File: src/rtl/adc_irq_pkg.sv
package adc_irq_pkg;

    localparam int FLAG_W  = 16;
    localparam int NUM_WDG = 3;

    localparam int B_RDY  = 0;
    localparam int B_SMP  = 1;
    localparam int B_EOC  = 2;
    localparam int B_EOS  = 3;
    localparam int B_OVR  = 4;
    localparam int B_WD0  = 7;
    localparam int B_CAL  = 11;
    localparam int B_VREG = 12;

    typedef enum logic [1:0] {
        A_STATUS = 2'd0,
        A_ENABLE = 2'd1
    } reg_addr_e;

    typedef struct packed {
        logic               ready;
        logic               samp_end;
        logic               conv_done;
        logic               seq_done;
        logic [NUM_WDG-1:0] wdg;
        logic               cal_done;
        logic               vreg_ok;
    } hw_evt_t;

    function automatic logic [FLAG_W-1:0] valid_mask();
        logic [FLAG_W-1:0] m;
        m = '0;
        m[B_RDY]  = 1'b1;
        m[B_SMP]  = 1'b1;
        m[B_EOC]  = 1'b1;
        m[B_EOS]  = 1'b1;
        m[B_OVR]  = 1'b1;
        for (int i = 0; i < NUM_WDG; i++) m[B_WD0 + i] = 1'b1;
        m[B_CAL]  = 1'b1;
        m[B_VREG] = 1'b1;
        return m;
    endfunction

    function automatic logic [FLAG_W-1:0] evt_to_vec(hw_evt_t e);
        logic [FLAG_W-1:0] v;
        v = '0;
        v[B_RDY]  = e.ready;
        v[B_SMP]  = e.samp_end;
        v[B_EOC]  = e.conv_done;
        v[B_EOS]  = e.seq_done;
        for (int i = 0; i < NUM_WDG; i++) v[B_WD0 + i] = e.wdg[i];
        v[B_CAL]  = e.cal_done;
        v[B_VREG] = e.vreg_ok;
        return v;
    endfunction

endpackage

File: src/rtl/adc_irq_regbus.sv
module adc_irq_regbus
    import adc_irq_pkg::*;
#(
    parameter int DATA_W = FLAG_W,
    parameter int ADDR_W = 2
) (
    input  logic              clk,
    input  logic              rst,
    input  logic [ADDR_W-1:0] bus_addr,
    input  logic              bus_wr,
    input  logic [DATA_W-1:0] bus_wdata,
    input  logic [FLAG_W-1:0] flags,
    output logic [FLAG_W-1:0] clr_vec,
    output logic [FLAG_W-1:0] en_q,
    output logic [DATA_W-1:0] bus_rdata
);
    localparam logic [FLAG_W-1:0] VALID = valid_mask();

    logic              sel_status;
    logic              sel_enable;
    logic [FLAG_W-1:0] wmask;
    logic [FLAG_W-1:0] rsel;

    always_comb begin
        sel_status = (bus_addr == ADDR_W'(A_STATUS));
        sel_enable = (bus_addr == ADDR_W'(A_ENABLE));
        wmask      = FLAG_W'(bus_wdata) & VALID;
        clr_vec    = (bus_wr && sel_status) ? wmask : '0;
    end

    always_ff @(posedge clk) begin
        if (rst) begin
            en_q <= '0;
        end else if (bus_wr && sel_enable) begin
            en_q <= wmask;
        end
    end

    always_comb begin
        rsel = '0;
        if (sel_status) rsel = flags & VALID;
        else if (sel_enable) rsel = en_q;
        bus_rdata = DATA_W'(rsel);
    end

    // enable register only changes on a write to its address
    p_en_hold_r8: assert property (@(posedge clk) disable iff (rst)
        !(bus_wr && sel_enable) |=> $stable(en_q));

    // unmapped addresses never return data
    always_comb begin
        if (!rst && !sel_status && !sel_enable) begin
            p_unmapped_zero_r8: assert (bus_rdata == '0);
        end
    end

endmodule

File: src/rtl/adc_irq_flagbank.sv
module adc_irq_flagbank
    import adc_irq_pkg::*;
(
    input  logic              clk,
    input  logic              rst,
    input  hw_evt_t           evt,
    input  logic              data_rd,
    input  logic [FLAG_W-1:0] clr_vec,
    output logic [FLAG_W-1:0] flag_q
);
    localparam logic [FLAG_W-1:0] VALID = valid_mask();

    logic [FLAG_W-1:0] set_vec;
    logic [FLAG_W-1:0] clr_eff;
    logic              ovr_evt;

    always_comb begin
        ovr_evt          = evt.conv_done & flag_q[B_EOC] & ~data_rd;
        set_vec          = evt_to_vec(evt);
        set_vec[B_OVR]   = ovr_evt;
        clr_eff          = clr_vec;
        clr_eff[B_EOC]   = clr_vec[B_EOC] | data_rd;
    end

    for (genvar i = 0; i < FLAG_W; i++) begin : g_bit
        if (VALID[i]) begin : g_live
            always_ff @(posedge clk) begin
                if (rst) flag_q[i] <= 1'b0;
                else     flag_q[i] <= set_vec[i] | (flag_q[i] & ~clr_eff[i]);
            end

            // an event is never lost to a simultaneous clear
            p_set_wins_r4: assert property (@(posedge clk) disable iff (rst)
                set_vec[i] |=> flag_q[i]);

            // a clear without a competing event drops the flag
            p_w1c_r3: assert property (@(posedge clk) disable iff (rst)
                (clr_eff[i] && !set_vec[i]) |=> !flag_q[i]);
        end else begin : g_tie
            assign flag_q[i] = 1'b0;
        end
    end

    // data read acknowledges the conversion flag
    p_rd_clears_r5: assert property (@(posedge clk) disable iff (rst)
        (data_rd && !evt.conv_done) |=> !flag_q[B_EOC]);

    // new result on top of a pending one raises overrun
    p_ovr_on_pending_r6: assert property (@(posedge clk) disable iff (rst)
        (evt.conv_done && flag_q[B_EOC] && !data_rd) |=> flag_q[B_OVR]);

    // overrun only rises from a conversion without a data read
    p_no_ovr_on_rd_r7: assert property (@(posedge clk) disable iff (rst)
        $rose(flag_q[B_OVR]) |-> $past(evt.conv_done && !data_rd));

endmodule

File: src/rtl/adc_irq_line.sv
module adc_irq_line
    import adc_irq_pkg::*;
(
    input  logic              clk,
    input  logic              rst,
    input  logic [FLAG_W-1:0] flags,
    input  logic [FLAG_W-1:0] en,
    output logic              irq_q
);
    logic pend;

    always_comb pend = |(flags & en);

    always_ff @(posedge clk) begin
        if (rst) irq_q <= 1'b0;
        else     irq_q <= pend;
    end

    // the line only rises after an enabled flag was pending
    p_irq_cause_r9: assert property (@(posedge clk) disable iff (rst)
        $rose(irq_q) |-> $past(pend));

    // the line drops one cycle after nothing enabled is pending
    p_irq_drop_r9: assert property (@(posedge clk) disable iff (rst)
        !pend |=> !irq_q);

endmodule

File: src/rtl/adc_irq_flags.sv
module adc_irq_flags
    import adc_irq_pkg::*;
#(
    parameter int DATA_W = FLAG_W,
    parameter int ADDR_W = 2
) (
    input  logic               clk,
    input  logic               rst,
    input  logic               evt_ready,
    input  logic               evt_samp_end,
    input  logic               evt_conv_done,
    input  logic               evt_seq_done,
    input  logic [NUM_WDG-1:0] evt_wdg,
    input  logic               evt_cal_done,
    input  logic               evt_vreg_ok,
    input  logic               data_rd,
    input  logic [ADDR_W-1:0]  bus_addr,
    input  logic               bus_wr,
    input  logic [DATA_W-1:0]  bus_wdata,
    output logic [DATA_W-1:0]  bus_rdata,
    output logic               irq
);
    hw_evt_t           evt;
    logic [FLAG_W-1:0] flags;
    logic [FLAG_W-1:0] clr_vec;
    logic [FLAG_W-1:0] en_q;

    always_comb begin
        evt.ready     = evt_ready;
        evt.samp_end  = evt_samp_end;
        evt.conv_done = evt_conv_done;
        evt.seq_done  = evt_seq_done;
        evt.wdg       = evt_wdg;
        evt.cal_done  = evt_cal_done;
        evt.vreg_ok   = evt_vreg_ok;
    end

    adc_irq_regbus #(.DATA_W(DATA_W), .ADDR_W(ADDR_W)) u_regbus (
        .clk       (clk),
        .rst       (rst),
        .bus_addr  (bus_addr),
        .bus_wr    (bus_wr),
        .bus_wdata (bus_wdata),
        .flags     (flags),
        .clr_vec   (clr_vec),
        .en_q      (en_q),
        .bus_rdata (bus_rdata)
    );

    adc_irq_flagbank u_flags (
        .clk     (clk),
        .rst     (rst),
        .evt     (evt),
        .data_rd (data_rd),
        .clr_vec (clr_vec),
        .flag_q  (flags)
    );

    adc_irq_line u_line (
        .clk   (clk),
        .rst   (rst),
        .flags (flags),
        .en    (en_q),
        .irq_q (irq)
    );

    // one cycle out of reset, nothing is pending
    p_reset_clear_r1: assert property (@(posedge clk)
        $fell(rst) |-> (flags == '0 && en_q == '0 && !irq));

endmodule

File: config.mk
export PLATFORM = sky130hd
export DESIGN_NAME = adc_irq_flags
export DESIGN_NICKNAME = d
export VERILOG_FILES = /design/src/rtl/adc_irq_pkg.sv /design/src/rtl/adc_irq_regbus.sv /design/src/rtl/adc_irq_flagbank.sv /design/src/rtl/adc_irq_line.sv /design/src/rtl/adc_irq_flags.sv
export SDC_FILE = /design/constraint.sdc
export NUM_CORES = 1
export LEC_CHECK = 0
export BUFFER_PORTS_ARGS = -buffer_cell sky130_fd_sc_hd__clkbuf_2
export CORE_ASPECT_RATIO = 0.7
export CORE_MARGIN = 2
export CORE_UTILIZATION = 50
export CTS_BUF_LIST = sky130_fd_sc_hd__clkbuf_4
export DETAILED_ROUTE_END_ITERATION = 7
export GPL_TIMING_DRIVEN = 0
export MAX_ROUTING_LAYER = met4
export PLACE_DENSITY = 0.89
export SLEW_MARGIN = 20
export SYNTH_ARGS = -nofsm -noshare
export SYNTH_HDL_FRONTEND = slang
export SYNTH_SLANG_ARGS = --single-unit
File: constraint.sdc
create_clock -name clk -period 2.25 [get_ports clk]
set_input_delay 0.225 -clock clk [delete_from_list [all_inputs] [get_ports clk]]
set_output_delay 0.225 -clock clk [all_outputs]
set_load 0.01 [all_outputs]
; Word level (Yosys, flattened, before mapping)
; Cells that the tools add are included.
[op_classes]
n_mux = 3
bitwise = 35
n_lt_le_gt_ge = 0
addsub = 0
reduce_logical = 4
multipliers = 0
n_shift = 0
div_mod_pow = 0
n_eq_ne = 1
[op_table]
columns = cell, n
row1 = $mux 13, 3
row2 = $reduce_or 16->1, 1
row3 = $and 13x13->13, 1
row4 = $and 1x1->1, 12
row5 = $not 1->1, 11
row6 = $or 1x1->1, 11
row7 = $eq 2x1->1 const B, 1
row8 = $logic_and 1x1->1, 2
row9 = $logic_not 2->1, 1
[totals]
ram_bits = 0
word_cells = 55
latchBits = 0
output_inout_bits = 17
memories = 0
reg_bits = 21
romBits = 0

; Longest topological paths before layout
; Gate-level depths: netlist (run 1).
[depth]
depth_word = 7
mapped_depth = 4
mapped_depth_nobuf = 3

; By module
; A second synthesis (run 1) with hierarchy kept.
[hier_totals]
hier_cells = 154
area_unflattened_um2 = 1352.5
[modules_own_cells]
columns = mod, seq_area_each_um2, cells_per_inst, area_each_um2, instances
row1 = adc_irq_regbus, 200.2, 96, 812.0, 1
row2 = adc_irq_flagbank, 200.2, 47, 434.2, 1
row3 = adc_irq_line, 20.0, 11, 106.4, 1

; Worst setup path after synthesis (run 1)
; OpenSTA, ideal clock, no wires.
[synth_path]
path_type = input to register
from = input bus_addr[1]
to = register u_flags.flag_q[2]
stages = 4
arrival_ns = 0.929
required_time_ns = 2.119
slack_ns = 1.191
path_buffers = 1
path_cell_list = or3b_1 > buf_6 > o21ai_4 > a21oi_2
[synth_via]
elab_chain_len = 7
[synth_lines]
columns = item, line
row1 = from (decl), adc_irq_flags.sv:17  ; input logic [ADDR_W-1:0] bus_addr,
row2 = $logic_not 2->1, adc_irq_regbus.sv:25  ; sel_status = (bus_addr == ADDR_W'(A_STATUS));
row3 = $logic_and 1x1->1, adc_irq_regbus.sv:28  ; clr_vec = (bus_wr && sel_status) ? wmask : '0;
row4 = $mux 13, adc_irq_regbus.sv:28
row5 = $or 1x1->1, adc_irq_flagbank.sv:22  ; clr_eff[B_EOC] = clr_vec[B_EOC] | data_rd;
row6 = $not 1->1, adc_irq_flagbank.sv:29  ; else flag_q[i] <= set_vec[i] | (flag_q[i] & ~clr_eff[i]);
row7 = $and 1x1->1, adc_irq_flagbank.sv:29
row8 = $or 1x1->1, adc_irq_flagbank.sv:29
row9 = "to (signal, indexed assignment)", adc_irq_flagbank.sv:29
row10 = to (decl), adc_irq_flagbank.sv:9  ; output logic [FLAG_W-1:0] flag_q
; No other way between the ends.
; A chain may end at the register's enable or synchronous reset.

; Final worst setup path (run 1)
[layout_path]
from = input bus_addr[0]
to = output bus_rdata[12]
[layout_via]
elab_chain_len = 3
[layout_lines]
columns = item, line
row1 = $eq 2x1->1, adc_irq_regbus.sv:26  ; sel_enable = (bus_addr == ADDR_W'(A_ENABLE));
row2 = $mux 13, adc_irq_regbus.sv:42  ; else if (sel_enable) rsel = en_q;
row3 = $mux 13 (*), adc_irq_regbus.sv:41  ; if (sel_status) rsel = flags & VALID;
row4 = to (decl), adc_irq_flags.sv:20  ; output logic [DATA_W-1:0] bus_rdata,
; Every way passes the cells marked *; elsewhere a longest branch is shown, timed or not.

==> results.ini, run 1 <==
[outcome]
status=completed

[cts]
htree_levels=1
cts_setup_buffers=0
path_clk_slew_ps=120
cts_tree=yes
clkLatencyLatePin_ps=320
cts_sinks=21
cts_resized=0
cts_buffer_depth=2
cts_root_buf=clkbuf_4
numCtsBuffers=3
postCtsHoldBufs=0

[timing]
rsz0062_at_grt=false
fin_hold_ws_ps=87.1
period_share_pct=58.7
finalHoldViolCount=0
slew_violations=0
timing.final.ws_setup_ps=930
max-slew-margin-rel_pct=62.1
fmax_ghz=0.758
tightestPinTransition_ps=568
fin_skew_ps=6.17
setup_tns_ps=0
period_minus_slack_ps=1320
setup_violations=0

[setup_path]
cp.required_ps=2030
crit_path_frequent_cell=clkbuf_2
arrival_ps=1090
path_buf_inv=3
worst_setup_path_end_kind=primary output
cp-startpoint=bus_addr[0]
cp_cell_sequence=clkbuf_2 > buf_2 > mux2i_1 > nor2_1 > clkbuf_2
crit_path_start_kind=input port
regToRegStartpoint=u_flags.flag_q[7]
regToRegSetupSlack_ps=1220
cp_top_family=buffers and inverters
crit_slowest_cell=buf_2
reg2reg_depth=3
cpPeakStageDelay_ps=310
worstSetupPathType=input port to primary output
reg2reg_to=u_line.irq_q
crit_fanout=10

[hold_path]
min_to=u_line.irq_q
hold_path_class=input port to flop
holdPathStages=2
min_from=rst

[placed_design]
dp_hpwl_um=1870
place_area_um2=1300
io_buffers=35
gp_congestion=0.764
pre_cts_ws_ps=944
dp_cells=187

[power_and_ir_drop]
peakVddDrop_v=0.000353
power-per-cell-area_nw_per_um2=557
p_total_mw=0.742
leakage_nw=0.751

[global_routing]
track_usage_pct=22.5
grt_max_degree=12
grt_pass1_wl_um=4140
grt.overflow.total=0
antenna_found_initial=0
grt_pass1_vias=903

[yosys]
ys_ff_latch=21
ys_warn_count=0
synth_area_leader_cell=dfxtp_1
synthTopCellsByArea=dfxtp_1 (39%), mux2i_1 (19%), o21ai_2 (7.3%)
yosysMostFrequentCell=dfxtp_1
synth_edf_count=0
synth.avg_cell_area_um2=8.78
synth_top_area_share_pct=38.9
ys.flop_type=dfxtp_1
netlist_instances=123
synth.distinct_cells=22
synth_commonest_cells=dfxtp_1 (21), mux2i_1 (20), nor2_1 (20), inv_1 (19)
synth_seq_area_share_pct=38.9
synth_area_um2=1080
async_reset_ff_share_pct=0

[routing]
detail_route.first_pass.iterations=5
wl_per_cell_um=12.9
wirelength_um=2470
ant_nets=0
drtIter0Drc=31
vias=958
drcViolationCount=0
viasPerCell=5.02

[die]
die_y_um=42.9
core_um2=2100
io_pins=48
die_w_um=59.5
dieArea_um2=2550
start_util_pct=51.4
num_rows=14

[cells_and_area]
final_cells=191
final_area_um2=1330
num_antenna_cells=0
syn2layout_area_growth_pct=23.5
drive_above_1_share_pct=35.3
finish.utilization_pct=63.5
layout.nets=199
nFillCells=194

[flow_run]
drv_cap=0

==> area by class of cell <==
type | instances | area (µm²) | area share (%)
Buffer | 12 | 85.1 | 6.38
Clock buffer | 4 | 30.0 | 2.25
Inverter | 19 | 71.3 | 5.35
Multi-Input combinational cell | 76 | 522 | 39.1
Sequential cell | 21 | 420 | 31.5
Tap cell | 24 | 30.0 | 2.25
Timing Repair Buffer | 35 | 175 | 13.1
==> logic make-up after synthesis <==
family,share of synthesized area [%]
buffers and inverters,14.5
flip-flops,38.9
AND/OR/NAND/NOR,9.39
multiplexers,18.5
AO/OA/AOI/OAI,18.3
other,0.347
==> layout by cell type, fill, tap and decap left out <==
cell type,synthesis,final
clkbuf_2,0,35
dfxtp_1,21,21
mux2i_1,20,20
nor2_1,20,20
inv_1,19,19
o21ai_2,9,9
a21oi_1,9,9
buf_4,7,7
conb_1,1,6
clkbuf_4,0,4
clkbuf_1,2,2
a22o_1,2,2
a221oi_1,2,2
dlygate4sd1_1,1,1
buf_2,1,1
nand3b_1,1,1
or3b_1,1,1
buf_6,1,1
nor2b_1,1,1
nand2_1,1,1
o21ai_4,1,1
a21oi_2,1,1
a22oi_1,1,1
a31oi_1,1,1
==> registers in the layout, summed over array words and instances, names as in the netlist <==
name and cells:
u_flags.flag_q 10, u_line.irq_q 1, u_regbus.en_q 10
==> where the power goes <==
group	switching [mW]	internal, mW	leakage, nW	total, mW
sequential	0.0162	0.391	0.173	0.408
combinational	0.0701	0.0634	0.560	0.134
clock	0.120	0.0815	0.0184	0.201
total	0.206	0.536	0.751	0.742
==> layer usage <==
| layer | vias to the layer above | track usage, % | routed length [µm] |
|---|---|---|---|
| met4 | 0 | 5.33 | 26 |
| li1 | 478 | - | - |
| met5 | - | - | 0 |
| met3 | 4 | 6.40 | 152 |
| met2 | 39 | 37.1 | 1180 |
| met1 | 437 | 27.3 | 1110 |
==> how the worst max path moves through the flow <==
stage	slack, ps	end	cells after the start
4_1_cts	940	bus_rdata[12]	5
3_3_place_gp	970	bus_rdata[1]	5
5_1_grt	870	bus_rdata[12]	5
6_report	930	bus_rdata[12]	5
3_5_place_dp	940	bus_rdata[12]	5
2_1_floorplan	1190	u_flags.flag_q[2]	4
No activity file was read; power rests on OpenSTA's default activity.
==> run 2: changes to the inputs <==
- CORE_UTILIZATION: 50 -> 43
- PLACE_DENSITY: 0.89 -> 0.82
- clock period: 2.25 -> 1.1 ns (I/O delays scaled with it)
==> run 2 against run 1 <==
Combinational power up 120%. Clock power rose by 97%. Sequential power up 110%. The run now ends with hold timing, setup timing left. Count of clock-buffer cells in the layout did not move. Via count up 1.7%. Worst setup slack got worse by 930 ps. Core utilization decreased by 3.3 points. Wire length increased by 0.45%. Critical path depth shrank 2.
==> results.ini, run 2 (synthesis gave the netlist of run 1 again) <==
[outcome]
status=finished, violations left
violations=hold timing, setup timing

[placed_design]
gp_congestion=0.781  ; +2.2%
pre_cts_ws_ps=-12.0  ; -956 ps
io_buffers=35  ; unchanged
dp_hpwl_um=1860  ; -0.90%

[global_routing]
grt_max_degree=12  ; unchanged
track_usage_pct=18.2  ; -4.3 points
antenna_found_initial=0  ; unchanged
grt_pass1_vias=907  ; +0.44%
grt.overflow.total=0  ; unchanged
grt_pass1_wl_um=3930  ; -5.0%

[power_and_ir_drop]
leakage_nw=0.808  ; +7.6%
p_sw_share_pct=26.6  ; -1.2 points
peakVddDrop_v=0.000656  ; +86%
combPwrFrac_pct=19.5  ; +1.5 points
power-per-cell-area_nw_per_um2=1050  ; +89%
p_sw_mw=0.408  ; +98%
seqPwrFrac_pct=54.8  ; about the same
p_total_mw=1.53  ; +110%
p_clk_share_pct=25.7  ; -1.4 points
internal_power_mw=1.13  ; +110%

[cells_and_area]
drive_above_1_share_pct=48.3  ; +13 points
num_antenna_cells=0  ; unchanged
final_common_cell=clkbuf_2
syn2layout_area_growth_pct=34.8
layout.nets=208  ; +4.5%
layout_common_cells=clkbuf_2 (27), mux2i_1 (20), nor2_1 (20), dfxtp_2 (20), inv_1 (19)
finish.utilization_pct=60.1  ; -3.3 points
reg.largest.list=u_flags.flag_q: 10 flops, u_regbus.en_q: 10 flops, u_line.irq_q: 1 flops

[timing]
finalHoldViolCount=1  ; +1
tightestPinTransition_ps=554  ; -14.8 ps
max-slew-margin-rel_pct=63.1  ; +0.98 points
setup_tns_ps=-6.44  ; -6.44 ps
slew_violations=0  ; unchanged
period_minus_slack_ps=1100
fin_hold_ws_ps=-2.39  ; -89.5 ps
rsz0062_at_grt=true
fmax_ghz=0.906
timing.final.ws_setup_ps=-3.96  ; -934 ps
fin_skew_ps=6.33  ; +0.163 ps
period_share_pct=100
setup_violations=2  ; +2

[cts]
cts_sinks=21  ; unchanged
cts_tree=yes
path_clk_slew_ps=120  ; about the same
numCtsBuffers=3  ; unchanged
cts_buffer_depth=2  ; unchanged
htree_levels=1  ; unchanged
clkLatencyLatePin_ps=300  ; -20 ps
cts_root_buf=clkbuf_4

[routing]
viasPerCell=4.64  ; -7.5%
drtIter0Drc=18  ; -42%
drcViolationCount=0  ; unchanged
vias=974  ; +1.7%
detail_route.first_pass.iterations=4  ; -1
wl_per_cell_um=11.8  ; -8.6%
wirelength_um=2480  ; +0.45%
ant_nets=0  ; unchanged

[setup_path]
cpPeakStageDelay_ps=360  ; +50 ps
cp_cell_sequence=mux2i_1 > nor2_1 > buf_2
regToRegSetupSlack_ps=60  ; -1160 ps
reg2reg_depth=3  ; unchanged
crit_fanout=3  ; -7
crit_slowest_cell=dfxtp_2
worstSetupPathType=flop to primary output
worst-path-stages=3  ; -2
regToRegStartpoint=u_flags.flag_q[2]
path_buf_inv=1  ; -2
cp-startpoint=u_flags.flag_q[11]
reg2reg_to=u_line.irq_q
arrival_ps=990  ; -100 ps
crit_path_start_kind=flop
cp_top_family=flip-flops
worst_setup_path_end_kind=primary output
endpoint=bus_rdata[11]
cp.required_ps=990  ; -1040 ps

[die]
dieArea_um2=2930  ; +15%
core_um2=2420  ; +15%
io_pins=48  ; unchanged
num_rows=15  ; +1
die_w_um=63.9  ; +7.3%
start_util_pct=44.6  ; -6.8 points
die_y_um=45.9  ; +7.1%

[hold_path]
hold_path_class=input port to flop

[flow_run]
drv_cap=0  ; unchanged

==> run 2: cell count changes in the layout (fill, tap and decap cells not counted) <==
cell           previous run  this run
dlygate4sd3_1             0         4
dfxtp_1                  21         1
a221oi_2                  0         1
clkbuf_2                 35        27
buf_2                     1         9
a221oi_1                  2         1
dfxtp_2                   0        20
buf_4                     7        12
==> run 2: worst min-delay path by stage <==
stage / start / to / depth (start not counted)
6_report: evt_wdg[0] / u_flags.flag_q[7] / 3
3_5_place_dp: rst / u_line.irq_q / 2
5_1_grt: evt_wdg[1] / u_flags.flag_q[8] / 3
3_3_place_gp: rst / u_line.irq_q / 2
4_1_cts: evt_wdg[0] / u_flags.flag_q[7] / 3
2_1_floorplan: rst / u_line.irq_q / 1
==> run 2: timing repair <==
action,4_1_cts,5_1_grt
buffers inserted,1,4
hold buffers,4,0
hold endpoints to repair,4,0
endpoints found under the setup margin,10,11
pin swaps,0,3
gates resized for setup,20,9
gates cloned,0,0
==> run 2: worst min-delay path, stage by stage <==
cell and delay [ps]:
clkbuf_2 80, inv_1 40, a21oi_1 50
==> run 2: through the flow <==
step | instances | cell area, µm²
3_3_place_gp | 197 | 1320
2_1_floorplan | 128 | 1100
6_report | 210 | 1460
5_1_grt | 210 | 1460
3_5_place_dp | 197 | 1320
4_1_cts | 206 | 1420
==> run 2: layout make-up <==
type                    count  area (µm²)
plain buffers              12        85.1
clock buffers               4        30.0
fillers                   237         966
inverters                  19        71.3
multi-input cells          76         528
flip-flops and latches     21         445
well taps                  34        42.5
repair buffers             44         253
==> run 2: metal layers <==
layer | track usage (%) | vias up | share of wire, %
met5 | - | - | 0
li1 | - | 497 | -
met3 | 5.94 | 0 | 6.6
met1 | 20.8 | 448 | 43
met4 | 2.17 | 0 | 0
met2 | 32.7 | 29 | 50
==> run 2: power by group through the flow <==
| stage | logic (mW) | registers (mW) | clock network [mW] |
|---|---|---|---|
| after detailed placement | 0.272 | 0.851 | 0 |
| final | 0.298 | 0.841 | 0.395 |
| after global routing | 0.329 | 0.847 | 0.446 |
| after floorplan | 0.176 | 0.844 | 0 |
| after CTS | 0.288 | 0.841 | 0.407 |
| after global placement | 0.261 | 0.847 | 0 |
